$ cat config.mk
export PLATFORM = sky130hd
export DESIGN_NAME = ptr_refill_engine
export DESIGN_NICKNAME = d
export VERILOG_FILES = /design/src/rtl/ptr_refill_pkg.sv /design/src/rtl/ptr_raster.sv /design/src/rtl/ptr_walker.sv /design/src/rtl/ptr_regs.sv /design/src/rtl/ptr_refill_engine.sv
export SDC_FILE = /design/constraint.sdc
export NUM_CORES = 1
export LEC_CHECK = 0
export ABC_AREA = 0
export BUFFER_PORTS_ARGS = -buffer_cell sky130_fd_sc_hd__buf_2
export CAP_MARGIN = 0
export CORE_MARGIN = 5
export CORE_UTILIZATION = 25
export DETAILED_ROUTE_END_ITERATION = 6
export PLACE_DENSITY = 0.49
export SETUP_SLACK_MARGIN = 0.05
export SKIP_LAST_GASP = 1
export SLEW_MARGIN = 20
export SYNTH_ARGS = -nofsm -noshare
export SYNTH_HDL_FRONTEND = slang
export SYNTH_SLANG_ARGS = --single-unit
$ cat constraint.sdc
create_clock -name clk -period 5.1 [get_ports clk]
set_input_delay 0.51 -clock clk [delete_from_list [all_inputs] [get_ports clk]]
set_output_delay 0.51 -clock clk [all_outputs]
set_load 0.03 [all_outputs]
$ cat src/rtl/ptr_refill_pkg.sv
`timescale 1ns/1ps
package ptr_refill_pkg;

  localparam int unsigned DESC_WORDS = 5;
  localparam int unsigned LST_BIT    = 1;
  localparam int unsigned NUM_ENG    = 1;

  typedef enum logic [2:0] {
    ST_IDLE, ST_DREQ, ST_DWAIT, ST_CHECK, ST_FREQ, ST_FWAIT, ST_DRAIN
  } walk_state_e;

  typedef struct packed {
    logic [31:0] next_ptr;
    logic [15:0] x0;
    logic [15:0] y0;
    logic [15:0] x1;
    logic [15:0] y1;
    logic [3:0]  tid;
    logic [31:0] data_ptr;
  } desc_t;

  function automatic logic [31:0] align16(logic [31:0] a);
    return {a[31:4], 4'h0};
  endfunction

  function automatic logic area_bad(desc_t d, int unsigned w, int unsigned h,
                                    int unsigned ntab);
    return (d.x1 < d.x0) || (d.y1 < d.y0) ||
           (32'(d.x1) >= w) || (32'(d.y1) >= h) || (32'(d.tid) >= ntab);
  endfunction

  function automatic logic [31:0] hwinfo_word(int unsigned ntab);
    logic [31:0] r;
    r = '0;
    r[28:24] = 5'(NUM_ENG);
    r[20:16] = 5'(ntab);
    return r;
  endfunction

  function automatic logic [31:0] geom_word(int unsigned w, int unsigned h);
    logic [31:0] r;
    r = '0;
    r[19:16] = 4'(w / 32);
    r[27:24] = 4'(h / 32);
    return r;
  endfunction

endpackage

$ cat src/rtl/ptr_raster.sv
`timescale 1ns/1ps
module ptr_raster #(
  parameter int XW = 7,
  parameter int YW = 6
) (
  input  logic          clk,
  input  logic          rst_n,
  input  logic          load,
  input  logic          step,
  input  logic [XW-1:0] x0,
  input  logic [YW-1:0] y0,
  input  logic [XW-1:0] x1,
  input  logic [YW-1:0] y1,
  output logic [XW-1:0] x,
  output logic [YW-1:0] y,
  output logic          area_end
);
  logic row_end;
  assign row_end  = (x == x1);
  assign area_end = row_end && (y == y1);

  always_ff @(posedge clk or negedge rst_n) begin
    if (!rst_n) begin
      x <= '0;
      y <= '0;
    end else if (load) begin
      x <= x0;
      y <= y0;
    end else if (step) begin
      if (row_end) begin
        x <= x0;
        y <= y + 1'b1;
      end else begin
        x <= x + 1'b1;
      end
    end
  end
endmodule

$ cat src/rtl/ptr_walker.sv
`timescale 1ns/1ps
module ptr_walker
  import ptr_refill_pkg::*;
#(
  parameter int NUM_TABLES = 2,
  parameter int TBL_W      = 96,
  parameter int TBL_H      = 64,
  parameter int XW         = 7,
  parameter int YW         = 6,
  parameter int TW         = 1
) (
  input  logic          clk,
  input  logic          rst_n,
  input  logic          start_evt,
  input  logic [31:0]   start_ptr,
  input  logic          cancel_evt,
  output logic          busy,
  output logic          done_evt,
  output logic          err_evt,
  output logic          mem_req_valid,
  input  logic          mem_req_ready,
  output logic [31:0]   mem_req_addr,
  input  logic          mem_rsp_valid,
  input  logic [31:0]   mem_rsp_data,
  output logic          tbl_we,
  output logic [TW-1:0] tbl_id,
  output logic [XW-1:0] tbl_x,
  output logic [YW-1:0] tbl_y,
  output logic [31:0]   tbl_data
);
  walk_state_e st;
  desc_t       d;
  logic [2:0]  widx;
  logic [31:0] dbase, rd_addr;
  logic        chk_bad, area_end, ras_load, ras_step, rsp_f, req_fire;
  logic        in_wait, in_req;

  assign chk_bad  = area_bad(d, TBL_W, TBL_H, NUM_TABLES);
  assign req_fire = mem_req_valid && mem_req_ready;
  assign rsp_f    = (st == ST_FWAIT) && mem_rsp_valid && !cancel_evt;
  assign in_wait  = (st == ST_DWAIT) || (st == ST_FWAIT);
  assign in_req   = (st == ST_DREQ) || (st == ST_FREQ);
  assign ras_load = (st == ST_CHECK) && !chk_bad && !cancel_evt;
  assign ras_step = rsp_f;

  assign busy          = (st != ST_IDLE);
  assign mem_req_valid = in_req;
  assign mem_req_addr  = (st == ST_DREQ) ? dbase + {27'd0, widx, 2'b00} : rd_addr;
  assign done_evt      = rsp_f && area_end && (d.next_ptr == 32'd0);
  assign err_evt       = (st == ST_CHECK) && chk_bad && !cancel_evt;

  assign tbl_we   = rsp_f;
  assign tbl_id   = d.tid[TW-1:0];
  assign tbl_data = mem_rsp_data;

  ptr_raster #(.XW(XW), .YW(YW)) u_raster (
    .clk      (clk),
    .rst_n    (rst_n),
    .load     (ras_load),
    .step     (ras_step),
    .x0       (d.x0[XW-1:0]),
    .y0       (d.y0[YW-1:0]),
    .x1       (d.x1[XW-1:0]),
    .y1       (d.y1[YW-1:0]),
    .x        (tbl_x),
    .y        (tbl_y),
    .area_end (area_end)
  );

  always_ff @(posedge clk or negedge rst_n) begin
    if (!rst_n) begin
      st      <= ST_IDLE;
      d       <= '0;
      widx    <= '0;
      dbase   <= '0;
      rd_addr <= '0;
    end else if (cancel_evt && busy) begin
      if (in_wait || st == ST_DRAIN)
        st <= mem_rsp_valid ? ST_IDLE : ST_DRAIN;
      else if (in_req && mem_req_ready)
        st <= ST_DRAIN;
      else
        st <= ST_IDLE;
    end else begin
      case (st)
        ST_IDLE: if (start_evt) begin
          dbase <= align16(start_ptr);
          widx  <= '0;
          st    <= ST_DREQ;
        end
        ST_DREQ: if (req_fire) st <= ST_DWAIT;
        ST_DWAIT: if (mem_rsp_valid) begin
          case (widx)
            3'd0: d.next_ptr <= mem_rsp_data;
            3'd1: begin d.x0 <= mem_rsp_data[15:0]; d.y0 <= mem_rsp_data[31:16]; end
            3'd2: begin d.x1 <= mem_rsp_data[15:0]; d.y1 <= mem_rsp_data[31:16]; end
            3'd3: d.tid <= mem_rsp_data[3:0];
            default: d.data_ptr <= mem_rsp_data;
          endcase
          if (widx == 3'(DESC_WORDS - 1)) begin
            st <= ST_CHECK;
          end else begin
            widx <= widx + 1'b1;
            st   <= ST_DREQ;
          end
        end
        ST_CHECK: begin
          if (chk_bad) begin
            st <= ST_IDLE;
          end else begin
            rd_addr <= align16(d.data_ptr);
            st      <= ST_FREQ;
          end
        end
        ST_FREQ: if (req_fire) st <= ST_FWAIT;
        ST_FWAIT: if (mem_rsp_valid) begin
          rd_addr <= rd_addr + 32'd4;
          if (!area_end) begin
            st <= ST_FREQ;
          end else if (d.next_ptr == 32'd0) begin
            st <= ST_IDLE;
          end else begin
            dbase <= align16(d.next_ptr);
            widx  <= '0;
            st    <= ST_DREQ;
          end
        end
        ST_DRAIN: if (mem_rsp_valid) st <= ST_IDLE;
        default: st <= ST_IDLE;
      endcase
    end
  end
endmodule

$ cat src/rtl/ptr_regs.sv
`timescale 1ns/1ps
module ptr_regs
  import ptr_refill_pkg::*;
#(
  parameter int NUM_TABLES = 2,
  parameter int TBL_W      = 96,
  parameter int TBL_H      = 64,
  parameter int AW         = 5
) (
  input  logic          clk,
  input  logic          rst_n,
  input  logic          reg_we,
  input  logic [AW-1:0] reg_addr,
  input  logic [31:0]   reg_wdata,
  output logic [31:0]   reg_rdata,
  input  logic          walker_busy,
  input  logic          done_evt,
  input  logic          err_evt,
  output logic          start_evt,
  output logic          cancel_evt,
  output logic [31:0]   start_ptr,
  output logic [7:0]    irq_st,
  output logic [7:0]    irq_en,
  output logic          irq
);
  localparam logic [AW-1:0] A_DESC   = AW'(0);
  localparam logic [AW-1:0] A_STAT   = AW'(4);
  localparam logic [AW-1:0] A_IRQST  = AW'(8);
  localparam logic [AW-1:0] A_IRQEN  = AW'(12);
  localparam logic [AW-1:0] A_HWINFO = AW'(16);
  localparam logic [AW-1:0] A_GEOM   = AW'(20);

  logic [31:0] desc_q;
  logic        err_q;
  logic        wr_desc;
  logic [7:0]  w1c, set_bits;

  assign wr_desc    = reg_we && (reg_addr == A_DESC);
  assign cancel_evt = wr_desc && (reg_wdata == 32'd0);
  assign start_evt  = wr_desc && (reg_wdata != 32'd0) && !walker_busy;
  assign start_ptr  = reg_wdata;
  assign irq        = |(irq_st & irq_en);

  always_comb begin
    w1c = (reg_we && reg_addr == A_IRQST) ? reg_wdata[7:0] : 8'h00;
    set_bits = 8'h00;
    set_bits[LST_BIT] = done_evt;
  end

  always_ff @(posedge clk or negedge rst_n) begin
    if (!rst_n) begin
      desc_q <= '0;
      err_q  <= 1'b0;
      irq_st <= '0;
      irq_en <= '0;
    end else begin
      if (cancel_evt)     desc_q <= '0;
      else if (start_evt) desc_q <= reg_wdata;
      if (start_evt)      err_q <= 1'b0;
      else if (err_evt)   err_q <= 1'b1;
      irq_st <= (irq_st & ~w1c) | set_bits;
      if (reg_we && reg_addr == A_IRQEN) irq_en <= reg_wdata[7:0];
    end
  end

  always_comb begin
    case (reg_addr)
      A_DESC:   reg_rdata = desc_q;
      A_STAT:   reg_rdata = {30'd0, err_q, !walker_busy};
      A_IRQST:  reg_rdata = {24'd0, irq_st};
      A_IRQEN:  reg_rdata = {24'd0, irq_en};
      A_HWINFO: reg_rdata = hwinfo_word(NUM_TABLES);
      A_GEOM:   reg_rdata = geom_word(TBL_W, TBL_H);
      default:  reg_rdata = '0;
    endcase
  end
endmodule

$ cat src/rtl/ptr_refill_engine.sv
`timescale 1ns/1ps
module ptr_refill_engine #(
  parameter int NUM_TABLES = 2,
  parameter int TBL_W      = 96,
  parameter int TBL_H      = 64,
  parameter int AW         = 5,
  localparam int XW        = $clog2(TBL_W),
  localparam int YW        = $clog2(TBL_H),
  localparam int TW        = (NUM_TABLES > 1) ? $clog2(NUM_TABLES) : 1
) (
  input  logic          clk,
  input  logic          rst_n,
  input  logic          reg_we,
  input  logic [AW-1:0] reg_addr,
  input  logic [31:0]   reg_wdata,
  output logic [31:0]   reg_rdata,
  output logic          irq,
  output logic          mem_req_valid,
  input  logic          mem_req_ready,
  output logic [31:0]   mem_req_addr,
  input  logic          mem_rsp_valid,
  input  logic [31:0]   mem_rsp_data,
  output logic          tbl_we,
  output logic [TW-1:0] tbl_id,
  output logic [XW-1:0] tbl_x,
  output logic [YW-1:0] tbl_y,
  output logic [31:0]   tbl_data
);
  logic        start_evt, cancel_evt, done_evt, err_evt, busy;
  logic [31:0] start_ptr;
  logic [7:0]  irq_st, irq_en;

  ptr_regs #(.NUM_TABLES(NUM_TABLES), .TBL_W(TBL_W), .TBL_H(TBL_H), .AW(AW)) u_regs (
    .clk         (clk),
    .rst_n       (rst_n),
    .reg_we      (reg_we),
    .reg_addr    (reg_addr),
    .reg_wdata   (reg_wdata),
    .reg_rdata   (reg_rdata),
    .walker_busy (busy),
    .done_evt    (done_evt),
    .err_evt     (err_evt),
    .start_evt   (start_evt),
    .cancel_evt  (cancel_evt),
    .start_ptr   (start_ptr),
    .irq_st      (irq_st),
    .irq_en      (irq_en),
    .irq         (irq)
  );

  ptr_walker #(.NUM_TABLES(NUM_TABLES), .TBL_W(TBL_W), .TBL_H(TBL_H),
               .XW(XW), .YW(YW), .TW(TW)) u_walker (
    .clk           (clk),
    .rst_n         (rst_n),
    .start_evt     (start_evt),
    .start_ptr     (start_ptr),
    .cancel_evt    (cancel_evt),
    .busy          (busy),
    .done_evt      (done_evt),
    .err_evt       (err_evt),
    .mem_req_valid (mem_req_valid),
    .mem_req_ready (mem_req_ready),
    .mem_req_addr  (mem_req_addr),
    .mem_rsp_valid (mem_rsp_valid),
    .mem_rsp_data  (mem_rsp_data),
    .tbl_we        (tbl_we),
    .tbl_id        (tbl_id),
    .tbl_x         (tbl_x),
    .tbl_y         (tbl_y),
    .tbl_data      (tbl_data)
  );
endmodule

Word level (Yosys, flattened, before mapping)
Cells that the tools add are included.
Word-level totals
  bits in registers: 264
  word-level logic and storage cells: 159
  output and inout bits: 113
  input port bits: 74
Cells by class
  eq/ne operators: 30
  multiplexer cells: 43
  reduce and logical (&&, ||, !) cells: 53
  $add $sub $neg: 5
  order comparisons: 5
  bitwise logic cells: 6
Operators by type and width (number)
  2-to-1 mux 32 bit: 9
  case mux 32 bit (6 select lines): 1
  case mux 32 bit (2 select lines): 2
  zero test 32 bit: 2
  2-to-1 mux 3 bit: 18
  adder 32 x 3 -> 32 bit (second input constant): 1
  adder 32 x 5 -> 32 bit: 1
  >= comparator 16 x 7 -> 1 bit (second input constant): 2
  less-than comparator 16 bit: 2
  nonzero test 32 bit: 1
  AND reduction 4 bit: 6
  2-to-1 mux 7 bit: 3
  case mux 3 bit (7 select lines): 1
  2-to-1 mux 6 bit: 3
  logical AND 1 bit: 17
  AND 8 bit: 2
  equality test 3 x 2 -> 1 bit (second input constant): 4
  equality test 3 bit (second input constant): 4
  inequality test 2 bit (second input constant): 6
  inequality test 3 x 2 -> 1 bit (second input constant): 4
  AND reduction 6 bit: 2
  nonzero test 2 bit: 6
  equality test 5 x 4 -> 1 bit (second input constant): 2
  equality test 5 bit (second input constant): 2
  other kinds (26): 41

Longest topological paths before layout
Gate-level depths: netlist of run 1.
  depth in word-level cells: 10
  gate-level depth with buffers: 10
  mapped depth without buffers: 9

By module
Synthesis of run 1 repeated with hierarchy kept, for this count alone.
Unflattened totals
  cells, all modules: 1440
  area, all modules: 14327.5 µm²
Modules (own cells, without submodules)
  ptr_walker: area each 10416.2 µm², instances 1, cells an instance 1016, sequential area each 4804.6 µm²
  ptr_regs: area each 2830.2 µm², instances 1, cells an instance 301, sequential area each 1226.2 µm²
  ptr_raster: area each 1081.0 µm², instances 1, cells an instance 123, sequential area each 325.3 µm²

Worst setup path after synthesis of run 1
No wires, ideal clock.
  path kind: reg-to-reg
  start: reg u_walker.d[50] in the netlist's numbering
  end: reg u_walker.u_raster.x[0]
  slack: 2.251 ns
  cell stages (with the launch flop): 10
  period minus slack after synthesis: 2.849 ns
  setup time: 0.124 ns
  data arrival time: 2.725 ns
  buffers on the path: 1
  cells stage by stage: dfrtp_1 -> ha_1 -> nand4_1 -> or4_1 -> o32a_1 -> a211oi_2 -> a21oi_2 -> or2_1 -> clkbuf_1 -> a211o_1
Between the ends
  cells in the longest elaborated chain, start to end: 9
  elaborated cells on any way between the ends: 11
  those cells by class: 2 x order compare; 1 x mux; 8 x reduce/logical
RTL lines
  start, declared: RTL line ptr_walker.sv:32  | desc_t d;
  less-than comparator 16 bit: RTL line ptr_refill_pkg.sv:28  | return (d.x1 < d.x0) || (d.y1 < d.y0) ||
  logical OR 1 bit (2 in a row): RTL line ptr_refill_pkg.sv:28
  logical OR 1 bit (*) (2 in a row): RTL line ptr_refill_pkg.sv:29  | (32'(d.x1) >= w) || (32'(d.y1) >= h) || (32'(d.tid) >= ntab);
  zero test 1 bit (*): RTL line ptr_walker.sv:43  | assign ras_load = (st == ST_CHECK) && !chk_bad && !cancel_evt;
  logical AND 1 bit (*) (2 in a row): RTL line ptr_walker.sv:43
  2-to-1 mux 7 bit / nonzero test 2 bit (equally long branches)
  end signal, assigned: RTL line ptr_raster.sv:34  | x <= x + 1'b1;
  end, declared: RTL line ptr_raster.sv:14  | output logic [XW-1:0] x,
Mark *: on every way between the ends. The rest lies on a longest branch, timed or not.
A chain may end at the register's enable or synchronous reset.

Final worst setup path of run 1
  start: reg u_walker.widx[2]
  end: out mem_req_addr[31]
Between the ends
  cells in the longest elaborated chain, start to end: 2
RTL lines
  start, declared: RTL line ptr_walker.sv:33  | logic [2:0] widx;
  start signal, assigned: RTL line ptr_walker.sv:103  | widx <= widx + 1'b1;
  adder 32 x 5 -> 32 bit: RTL line ptr_walker.sv:48  | assign mem_req_addr = (st == ST_DREQ) ? dbase + {27'd0, widx, 2'b00} : rd_addr;
  2-to-1 mux 32 bit: RTL line ptr_walker.sv:48
  end, declared: RTL line ptr_refill_engine.sv:20  | output logic [31:0] mem_req_addr,
No other way between the ends.

==> results of run 1 <==
[metal layers]
metal	share of wire	vias up	GRT usage	routed length (um)
li1	-	5102	-	-
met1	0.49	5338	0.217	21500
met2	0.44	331	0.225	19600
met3	0.052	44	0.0197	2290
met4	0.017	0	0.0242	770
met5	0	-	0	0
[final cells by class]
cell class | count | share of cell area
multi-input cells | 939 | 0.411
flip-flops and latches | 254 | 0.398
repair buffers | 204 | 0.0684
well taps | 696 | 0.0545
clock buffers | 41 | 0.0526
inverters | 44 | 0.0103
clock inverters | 11 | 0.00540
diodes | 1 | 0.000157
[stage by stage]
step | instance area [um2] | hold slack (ns)
after global routing | 16000 | 0.0971
after CTS | 16000 | 0.0771
after global placement | 15100 | 0.482
final | 16000 | 0.00949
after detailed placement | 15100 | 0.478
after floorplan | 13600 | 0.214
[where the power goes]
| group | switching (mW) | leakage [nW] | total (mW) | internal [mW] |
|---|---|---|---|---|
| logic | 1.91 | 3.61 | 3.28 | 1.37 |
| registers | 0.778 | 3.32 | 3.56 | 2.78 |
| clock network | 0.851 | 0.463 | 2.04 | 1.19 |
| total | 3.54 | 7.40 | 8.88 | 5.35 |
[state kept, by name (all words and copies together), names as in the netlist, 6 cells and up]
| register | cells |
|---|---|
| u_walker.d | 127 |
| u_regs.desc_q | 32 |
| u_walker.rd_addr | 30 |
| u_walker.dbase | 28 |
| u_regs.irq_en | 8 |
| u_regs.irq_st | 8 |
| u_walker.u_raster.x | 7 |
| u_walker.u_raster.y | 6 |
[layout by cell type (no fill, tap or decap), drive strengths merged, types with 16 or more instances in the layout]
master and count:
a31oi 41, buf 204, inv 44, mux2i 34, nor4 24, and3 37
ha 40, a2bb2oi 36, a22o 18, nand2 110, dfrtp 254, xnor2 24
o21ai 37, clkbuf 41, a21oi 53, nand4 23, mux2 140, nand3 44
xor2 16, nor3 38, nor2 125
[kinds of logic (layout without fill, tap and decap cells)]
family,count (synthesis),after routing,share of synthesized area
AND/OR/NAND/NOR,433,433,0.151
flip-flops,254,254,0.467
AO/OA/AOI/OAI,250,250,0.125
multiplexers,174,174,0.141
buffers and inverters,155,300,0.0531
adder cells (fa/ha/maj),40,40,0.0368
XOR/XNOR,40,40,0.0258
other,1,3,0.000276
[path summary, 6_finish.rpt]
check | from | to | slack, ns
worst max-delay path | u_walker.widx[2] | mem_req_addr[31] | 1.19
worst min-delay path | rst_n | u_regs.irq_st[2] | 0.009
worst max register to register | u_walker.d[50] | u_walker.rd_addr[11] | 1.45
worst min register to register | u_regs.desc_q[8] | u_regs.desc_q[8] | 0.49
max in group asynchronous | rst_n | u_walker.dbase[21] | 3.87
min in group clk | reg_wdata[0] | u_regs.irq_st[0] | 0.21
[critical path, delay by kind of cell (launching register included)]
kind	cells	cell delay, ns
adders and majority gates	1	0.22
AOI/OAI and AO/OA	1	0.19
and+or+nand+nor	5	1.63
xor gates and xnor gates	1	0.16
buffers and inverters	1	0.23
DFF	1	0.40
==> results.sh, run 1 <==
export IMPL_p_per_area_nw_per_um2=556
export IMPL_reg2reg_depth=9
export IMPL_start_util=0.253
export IMPL_pre_cts_ws_ns=1.45
export IMPL_hp_class="input pin to asynchronous set/reset pin"
export IMPL_dieWidth_um=243
export IMPL_port_buffers=184
export IMPL_synth_seq_cells=254
export IMPL_wl_per_cell_um=20.2
export IMPL_seqCellArea_um2=6360
export IMPL_via_per_inst=4.94
export IMPL_fin_nets=1586
export IMPL_grt_pass1_wl_mm=67.9
export IMPL_drc=0
export IMPL_netlist_area_um2=13600
export IMPL_yosys_warnings=0
export IMPL_synth_edf_count=0
export IMPL_gp_congestion=0.812
export IMPL_ctsResizeCount=0
export IMPL_fillers=5604
export IMPL_cts_setup_buffers=0
export IMPL_clock_skew_final_ns=0.0109
export IMPL_syn_area_per_cell_um2=10.1
export IMPL_clk_root_buffer_cell="clkbuf_16"
export IMPL_antenna_found_initial=2
export IMPL_cp_data_arrival_time_ns=3.40
export IMPL_clk_pin_slew_ns=0.06
export IMPL_rows=85
export IMPL_min_period_ns=3.91
export IMPL_layout_drive_gt1_share=0.271
export IMPL_cpMaxStageDelayCell="nor4_1"
export IMPL_drv_slew=0
export IMPL_grt_usage=0.144
export IMPL_first_global_vias=10800
export IMPL_criticalPathCategory="flop to primary output"
export IMPL_finalSetupTns_ns=0
export IMPL_routed_wl_mm=44.2
export IMPL_clockBufferDepth=3
export IMPL_hold_viol=0
export IMPL_path_max_fanout=5
export IMPL_crit_chain="ha_1, nand3_1, nor4_1, and4_1, nor2b_1, nand3_1, xor2_1, a21oi_1, buf_2"
export IMPL_drtPass1Iterations=7
export IMPL_finalPower_mw=8.88
export IMPL_ys_types=60
export IMPL_dieArea_um2=59200
export IMPL_fin_cells=2190
export IMPL_cp_required_ns=4.59
export IMPL_first_iter_violations=704
export IMPL_pin_count=187
export IMPL_h_tree_depth=1
export IMPL_yosysTopAreaCellShare=0.467
export IMPL_clock_sinks=254
export IMPL_ir_drop_mv=0.268
export IMPL_rsz0062_at_grt="false"
export IMPL_setup_viol=0
export IMPL_cp_end_kind="primary output"
export IMPL_grt_max_degree=116
export IMPL_cts_inserted_buffers=29
export IMPL_async_flop_share=1.00
export IMPL_startpoint_type="flop"
export IMPL_synth_most_common_cell="dfrtp_1"
export IMPL_ys_seq_area_frac=0.467
export IMPL_cts_tree="yes"
export IMPL_die_h_um=243
export IMPL_synth_area_leaders="dfrtp_1 (47%), mux2_2 (12%), ha_1 (3.7%)"
export IMPL_fin_crit_sh=0.767
export IMPL_drv_cap=0
export IMPL_syn_inst=1347
export IMPL_multi_input_area_um2=6570
export IMPL_relSlewSlack=0.336
export IMPL_coreArea_um2=53800
export IMPL_postRouteAntennaNets=0
export IMPL_dpl_hpwl_mm=32.6
export IMPL_post_place_cells=2137
export IMPL_cp_common_cell="nand3_1"
export IMPL_setup_slack_ns=1.19
export IMPL_synth_common_cells="dfrtp_1 (254), mux2_2 (140), nor2_1 (124)"
export IMPL_tightestPinTransition_ns=0.992
export IMPL_fmax_ghz=0.256
export IMPL_final_util=0.297
export IMPL_grt_ovfl_total=0
export IMPL_critPathMaxStageDelay_ns=0.59
export IMPL_postCtsHoldBufs=0
export IMPL_clock_latency_ns=0.55
export IMPL_vias=10800
export IMPL_p_leak_nw=7.40
export IMPL_synth_top_cell_by_area="dfrtp_1"
export IMPL_status="complete, no violations"
export IMPL_syn_to_final_growth_pct=17.5
export IMPL_ys_flop_type="dfrtp_1"
Power figures use the tool's default switching activity.
==> run 2, diff against run 1 <==
- clock period: 5.1 -> 4.1 ns (I/O delays scaled with it)
==> run 2 against run 1 <==
Against the previous run:
- first-iteration DRC count up 4.1%
- combinational power increased by 25%
- highest routed layer unchanged
- via count increased by 0.60%
- critical endpoint is now mem_req_addr[29]
- non-clock buffer count increased by 1
==> results.sh, run 2 (synthesis results as in run 1) <==
export IMPL_status="complete, no violations"
export IMPL_startpoint_type="flop"
export IMPL_p_per_area_nw_per_um2=696
export IMPL_dieArea_um2=59200
export IMPL_grt_ovfl_total=0
export IMPL_largest_register="u_walker.d"
export IMPL_cp_required_ns=3.69
export IMPL_clk_pin_slew_ns=0.06
export IMPL_layout_common_cells="dfrtp_1 (254), buf_2 (183), mux2_2 (140), nor2_1 (121), nand2_1 (109)"
export IMPL_largestRegisters="u_walker.d x127, u_regs.desc_q x32, u_walker.rd_addr x30"
export IMPL_sw_frac_of_total=0.394
export IMPL_start_util=0.253
export IMPL_die_h_um=243
export IMPL_pin_count=187
export IMPL_layout_commonest_cell="dfrtp_1"
export IMPL_tightestPinTransition_ns=0.815
export IMPL_grt_max_degree=92
export IMPL_internal_power_mw=6.77
export IMPL_pwr_share_clk=0.235
export IMPL_first_iter_violations=733
export IMPL_dpl_hpwl_mm=33.0
export IMPL_via_per_inst=4.97
export IMPL_rows=85
export IMPL_cts_inserted_buffers=29
export IMPL_holdWs_ns=0.0910
export IMPL_cts_tree="yes"
export IMPL_grt_pass1_wl_mm=68.3
export IMPL_vias=10900
export IMPL_clock_latency_ns=0.56
export IMPL_grt_usage=0.145
export IMPL_antenna_found_initial=2
export IMPL_pre_cts_ws_ns=0.810
export IMPL_gp_congestion=0.798
export IMPL_setup_slack_ns=0.533
export IMPL_layout_drive_gt1_share=0.268
export IMPL_critPathCapture="mem_req_addr[29]"
export IMPL_cp_end_kind="primary output"
export IMPL_hp_class="input pin to flop"
export IMPL_hold_viol=0
export IMPL_path_max_fanout=6
export IMPL_p_comb_frac=0.367
export IMPL_clockBufferDepth=3
export IMPL_drv_slew=0
export IMPL_relSlewSlack=0.455
export IMPL_postRouteAntennaNets=0
export IMPL_syn_to_final_growth_pct=18.0
export IMPL_power_switching_mw=4.40
export IMPL_cp_data_arrival_time_ns=3.16
export IMPL_p_leak_nw=7.42
export IMPL_dieWidth_um=243
export IMPL_crit_chain="nand4_1, nor4_1, and4_1, nor2b_1, nand3_1, xor2_1, a21oi_1, buf_2"
export IMPL_drv_cap=0
export IMPL_clock_skew_final_ns=0.0146
export IMPL_first_global_vias=10700
export IMPL_routed_wl_mm=44.5
export IMPL_critPathMaxStageDelay_ns=0.55
export IMPL_finalSetupTns_ns=0
export IMPL_min_period_ns=3.57
export IMPL_sequentialPowerShare=0.398
export IMPL_drtPass1Iterations=5
export IMPL_fin_crit_sh=0.870
export IMPL_cts_setup_buffers=0
export IMPL_reg2reg_depth=8
export IMPL_coreArea_um2=53800
export IMPL_ir_drop_mv=0.349
export IMPL_reg2reg_from="u_walker.d[50]"
export IMPL_setup_viol=0
export IMPL_r2r_end="u_walker.u_raster.x[0]"
export IMPL_fmax_ghz=0.280
export IMPL_crit_start="u_walker.dbase[9]"
export IMPL_clock_sinks=254
export IMPL_cpMaxStageDelayCell="nor4_1"
export IMPL_largest_reg_flops=127
export IMPL_rsz0062_at_grt="false"
export IMPL_criticalPathCategory="flop to primary output"
export IMPL_clk_root_buffer_cell="clkbuf_16"
export IMPL_wl_per_cell_um=20.3
export IMPL_fin_nets=1587
export IMPL_port_buffers=184
export IMPL_final_util=0.298
export IMPL_drc=0
export IMPL_r2r_slack_ns=0.81
export IMPL_h_tree_depth=1
-- run 2: how the worst min path moves through the flow --
stage                     cells after the start          from          endpoint  slack, ns
after floorplan                               0         rst_n  u_regs.desc_q[0]       0.11
after global placement                        1         rst_n  u_regs.desc_q[2]       0.45
after detailed placement                      1         rst_n  u_regs.irq_st[2]       0.45
after CTS                                     2  reg_wdata[2]  u_regs.irq_st[2]       0.05
after global routing                          2  reg_wdata[2]  u_regs.irq_st[2]       0.08
final                                         2  reg_wdata[2]  u_regs.irq_st[2]       0.09
-- run 2: stage by stage --
step           instance area [um2]  total power, mW  instances
4_1_cts                      16000             11.3       2187
2_1_floorplan                13600             7.09       1348
6_report                     16000             11.2       2188
5_1_grt                      16000             11.9       2188
3_5_place_dp                 15100             8.59       2137
3_3_place_gp                 15100             8.51       2137
-- run 2: repair_timing --
action                                  in CTS  in global routing
endpoints found under the setup margin       0                  0
hold buffers                                 1                  0
hold endpoints to repair                    77                  0
gates resized for setup                      0                  0
-- run 2: worst max-delay path, delay by kind of cell (launching register included) --
kind / cells / cell delay, ns
buffers and inverters: 1 / 0.23
AO/OA/AOI/OAI: 1 / 0.18
XOR/XNOR: 1 / 0.16
flip-flops: 1 / 0.46
AND/OR/NAND/NOR: 5 / 1.56
-- run 2: cell type report --
class / count / area, um2
Clock inverter: 9 / 145
Timing Repair Buffer: 205 / 1140
Multi-Input combinational cell: 939 / 6570
Clock buffer: 40 / 797
Antenna cell: 1 / 2.50
Inverter: 44 / 165
Sequential cell: 254 / 6360
Fill cell: 5622 / 37800
Tap cell: 696 / 871
-- run 2: power by group through the flow --
stage	clock [mW]	combinational, mW	sequential, mW
4_1_cts	2.71	4.15	4.42
2_1_floorplan	0	2.93	4.15
6_report	2.63	4.10	4.44
5_1_grt	2.80	4.53	4.58
3_3_place_gp	0	4.07	4.44
3_5_place_dp	0	4.13	4.46
-- run 2: metal layers --
| metal | track usage | routed length, um | up-vias |
|---|---|---|---|
| met3 | 0.0270 | 2570 | 56 |
| met4 | 0.0315 | 917 | 0 |
| met2 | 0.221 | 19400 | 348 |
| met1 | 0.215 | 21500 | 5375 |
| met5 | 0 | 0 | - |
| li1 | - | - | 5101 |
==> run 3, diff against run 2 <==
- CTS_CLUSTER_SIZE: not set -> 20
- PLACE_DENSITY: 0.49 -> 0.51
- clock period: 4.1 -> 3 ns (I/O delays scaled with it)
==> run 3 against run 2 <==
Against the previous run:
- clock-buffer cell count rose by 2
- combinational power rose by 62%
- routed wire length rose by 4.6%
- cell area rose by 8.6%
- the flow now finishes with violations (negative setup slack)
==> results.sh, run 3 (synthesis results as in run 1) <==
export IMPL_drv_slew=0
export IMPL_grt_pass1_wl_mm=69.5
export IMPL_setup_viol=1
export IMPL_vias=11200
export IMPL_status="complete, but fails checks"
export IMPL_grt_ovfl_total=0
export IMPL_drv_cap=0
export IMPL_crit_chain="ha_4, ha_4, nand4_1, nor3_2, nand4_1, buf_6, nor2_4, nand2_2, xor2_2, a21oi_2, buf_6"
export IMPL_clk_root_buffer_cell="clkbuf_16"
export IMPL_min_period_ns=3.00
export IMPL_violations="negative setup slack"
export IMPL_cts_inserted_buffers=28
export IMPL_stdcell_area_um2=17400
export IMPL_pre_cts_ws_ns=-0.0586
export IMPL_cpMaxStageDelayCell="dfrtp_1"
export IMPL_largestRegisters="u_walker.d x127, u_regs.desc_q x32, u_walker.rd_addr x30"
export IMPL_cp_required_ns=2.70
export IMPL_clock_skew_final_ns=0.0115
export IMPL_first_iter_violations=718
export IMPL_h_tree_depth=1
export IMPL_first_global_vias=11000
export IMPL_p_leak_nw=7.99
export IMPL_via_per_inst=4.95
export IMPL_finalSetupTns_ns=-0.00185
export IMPL_postRouteAntennaNets=0
export IMPL_dpl_hpwl_mm=33.3
export IMPL_pin_count=187
export IMPL_clock_latency_ns=0.55
export IMPL_relSlewSlack=0.472
export IMPL_layout_common_cells="dfrtp_1 (252), buf_2 (173), mux2_2 (140), nor2_1 (120), nand2_1 (108)"
export IMPL_hp_class="input pin to flop"
export IMPL_clk_pin_slew_ns=0.06
export IMPL_dieArea_um2=59200
export IMPL_wl_per_cell_um=20.6
export IMPL_die_h_um=243
export IMPL_hold_viol=0
export IMPL_fmax_ghz=0.333
export IMPL_diodes=0
export IMPL_path_max_fanout=5
export IMPL_fin_crit_sh=1.00
export IMPL_syn_to_final_growth_pct=28.1
export IMPL_gp_congestion=0.819
export IMPL_largest_reg_flops=127
export IMPL_cp_data_arrival_time_ns=2.70
export IMPL_drtPass1Iterations=5
export IMPL_grt_busiest_layer="met2"
export IMPL_criticalPathCategory="flop to primary output"
export IMPL_grt_max_degree=84
export IMPL_use_met3=0.0240
export IMPL_finalPower_mw=16.3
export IMPL_startpoint_type="flop"
export IMPL_antenna_found_initial=1
export IMPL_coreArea_um2=53800
export IMPL_dieWidth_um=243
export IMPL_layout_drive_gt1_share=0.353
export IMPL_port_buffers=184
export IMPL_drc=0
export IMPL_clockBufferDepth=3
export IMPL_fin_nets=1656
export IMPL_post_dp_cell_area_um2=15400
export IMPL_rows=85
export IMPL_fillers=5469
export IMPL_clock_sinks=254
export IMPL_largest_register="u_walker.d"
export IMPL_p_per_area_nw_per_um2=935
export IMPL_use_met2=0.231
export IMPL_met1_usage=0.219
export IMPL_ir_drop_mv=0.481
export IMPL_cp_end_kind="primary output"
export IMPL_tightestPinTransition_ns=0.792
export IMPL_critPathMaxStageDelay_ns=0.40
export IMPL_start_util=0.253
export IMPL_routed_wl_mm=46.5
export IMPL_grt_usage=0.148
export IMPL_rsz0062_at_grt="true"
export IMPL_setup_slack_ns=-0.00185
export IMPL_layout_commonest_cell="dfrtp_1"
export IMPL_cts_tree="yes"
[run 3: changes by cell type in the layout (fill, tap and decap cells not counted), moves of 8 or more]
cell | previous run | this run
buf_4 | 16 | 64
a2bb2oi_1 | 36 | 4
a2bb2oi_2 | 0 | 32
buf_6 | 0 | 13
a21oi_1 | 51 | 39
a21oi_2 | 0 | 12
buf_2 | 183 | 173
buf_12 | 4 | 12
[run 3: critical path, delay by kind of cell, from the launching register on]
| family | cells | cell delay (ns) |
|---|---|---|
| and+or+nand+nor | 5 | 0.77 |
| buffers and inverters | 2 | 0.30 |
| DFF | 1 | 0.40 |
| adders and majority gates | 2 | 0.32 |
| AOI/OAI and AO/OA | 1 | 0.19 |
| xor gates and xnor gates | 1 | 0.15 |
[run 3: what timing repair did]
action / in CTS / in global routing
hold buffers: 4 / 0
resized for setup: 41 / 89
pin swaps: 17 / 27
buffers inserted: 14 / 14
cloned: 3 / 5
endpoints found under the hold margin: 81 / 0
setup endpoints to repair: 52 / 56
[run 3: path summary, 6_finish.rpt]
check / startpoint / to / slack (ns) / depth (start not counted)
min in group asynchronous: rst_n / u_regs.desc_q[3] / 0.36 / 2
hold reg to reg: u_regs.desc_q[9] / u_regs.desc_q[9] / 0.49 / 1
setup reg to reg: u_walker.d[51] / u_walker.rd_addr[14] / -0.002 / 12
setup / recovery: u_walker.dbase[4] / mem_req_addr[30] / -0.002 / 11
max in group asynchronous: rst_n / u_walker.rd_addr[11] / 1.75 / 3
hold / removal: reg_wdata[4] / u_regs.irq_st[4] / 0.02 / 2
[run 3: cell type report]
cell class | instances | area, um2 | area share
repair buffers | 274 | 1960 | 0.113
well taps | 696 | 871 | 0.0500
flip-flops and latches | 254 | 6360 | 0.365
clock buffers | 42 | 835 | 0.0479
multi-input cells | 940 | 7120 | 0.409
inverters | 44 | 165 | 0.00948
clock inverters | 8 | 115 | 0.00661
[run 3: through the flow]
stage,instances,hold WS [ns],utilization
floorplan,1348,0.00441,-
global placement,2168,0.366,0.286
detailed placement,2168,0.369,0.287
CTS,2239,0.00287,0.312
global route,2258,0.0160,0.324
finish,2258,0.0233,0.324
[run 3: layer usage]
metal	vias up	part of all wire
met4	0	0.016
met5	-	0
li1	5223	-
met2	315	0.45
met1	5606	0.48
met3	44	0.054
[run 3: report_power, final]
| group | switching (mW) | internal [mW] |
|---|---|---|
| logic | 3.65 | 3.00 |
| registers | 1.33 | 4.73 |
| clock network | 1.43 | 2.16 |
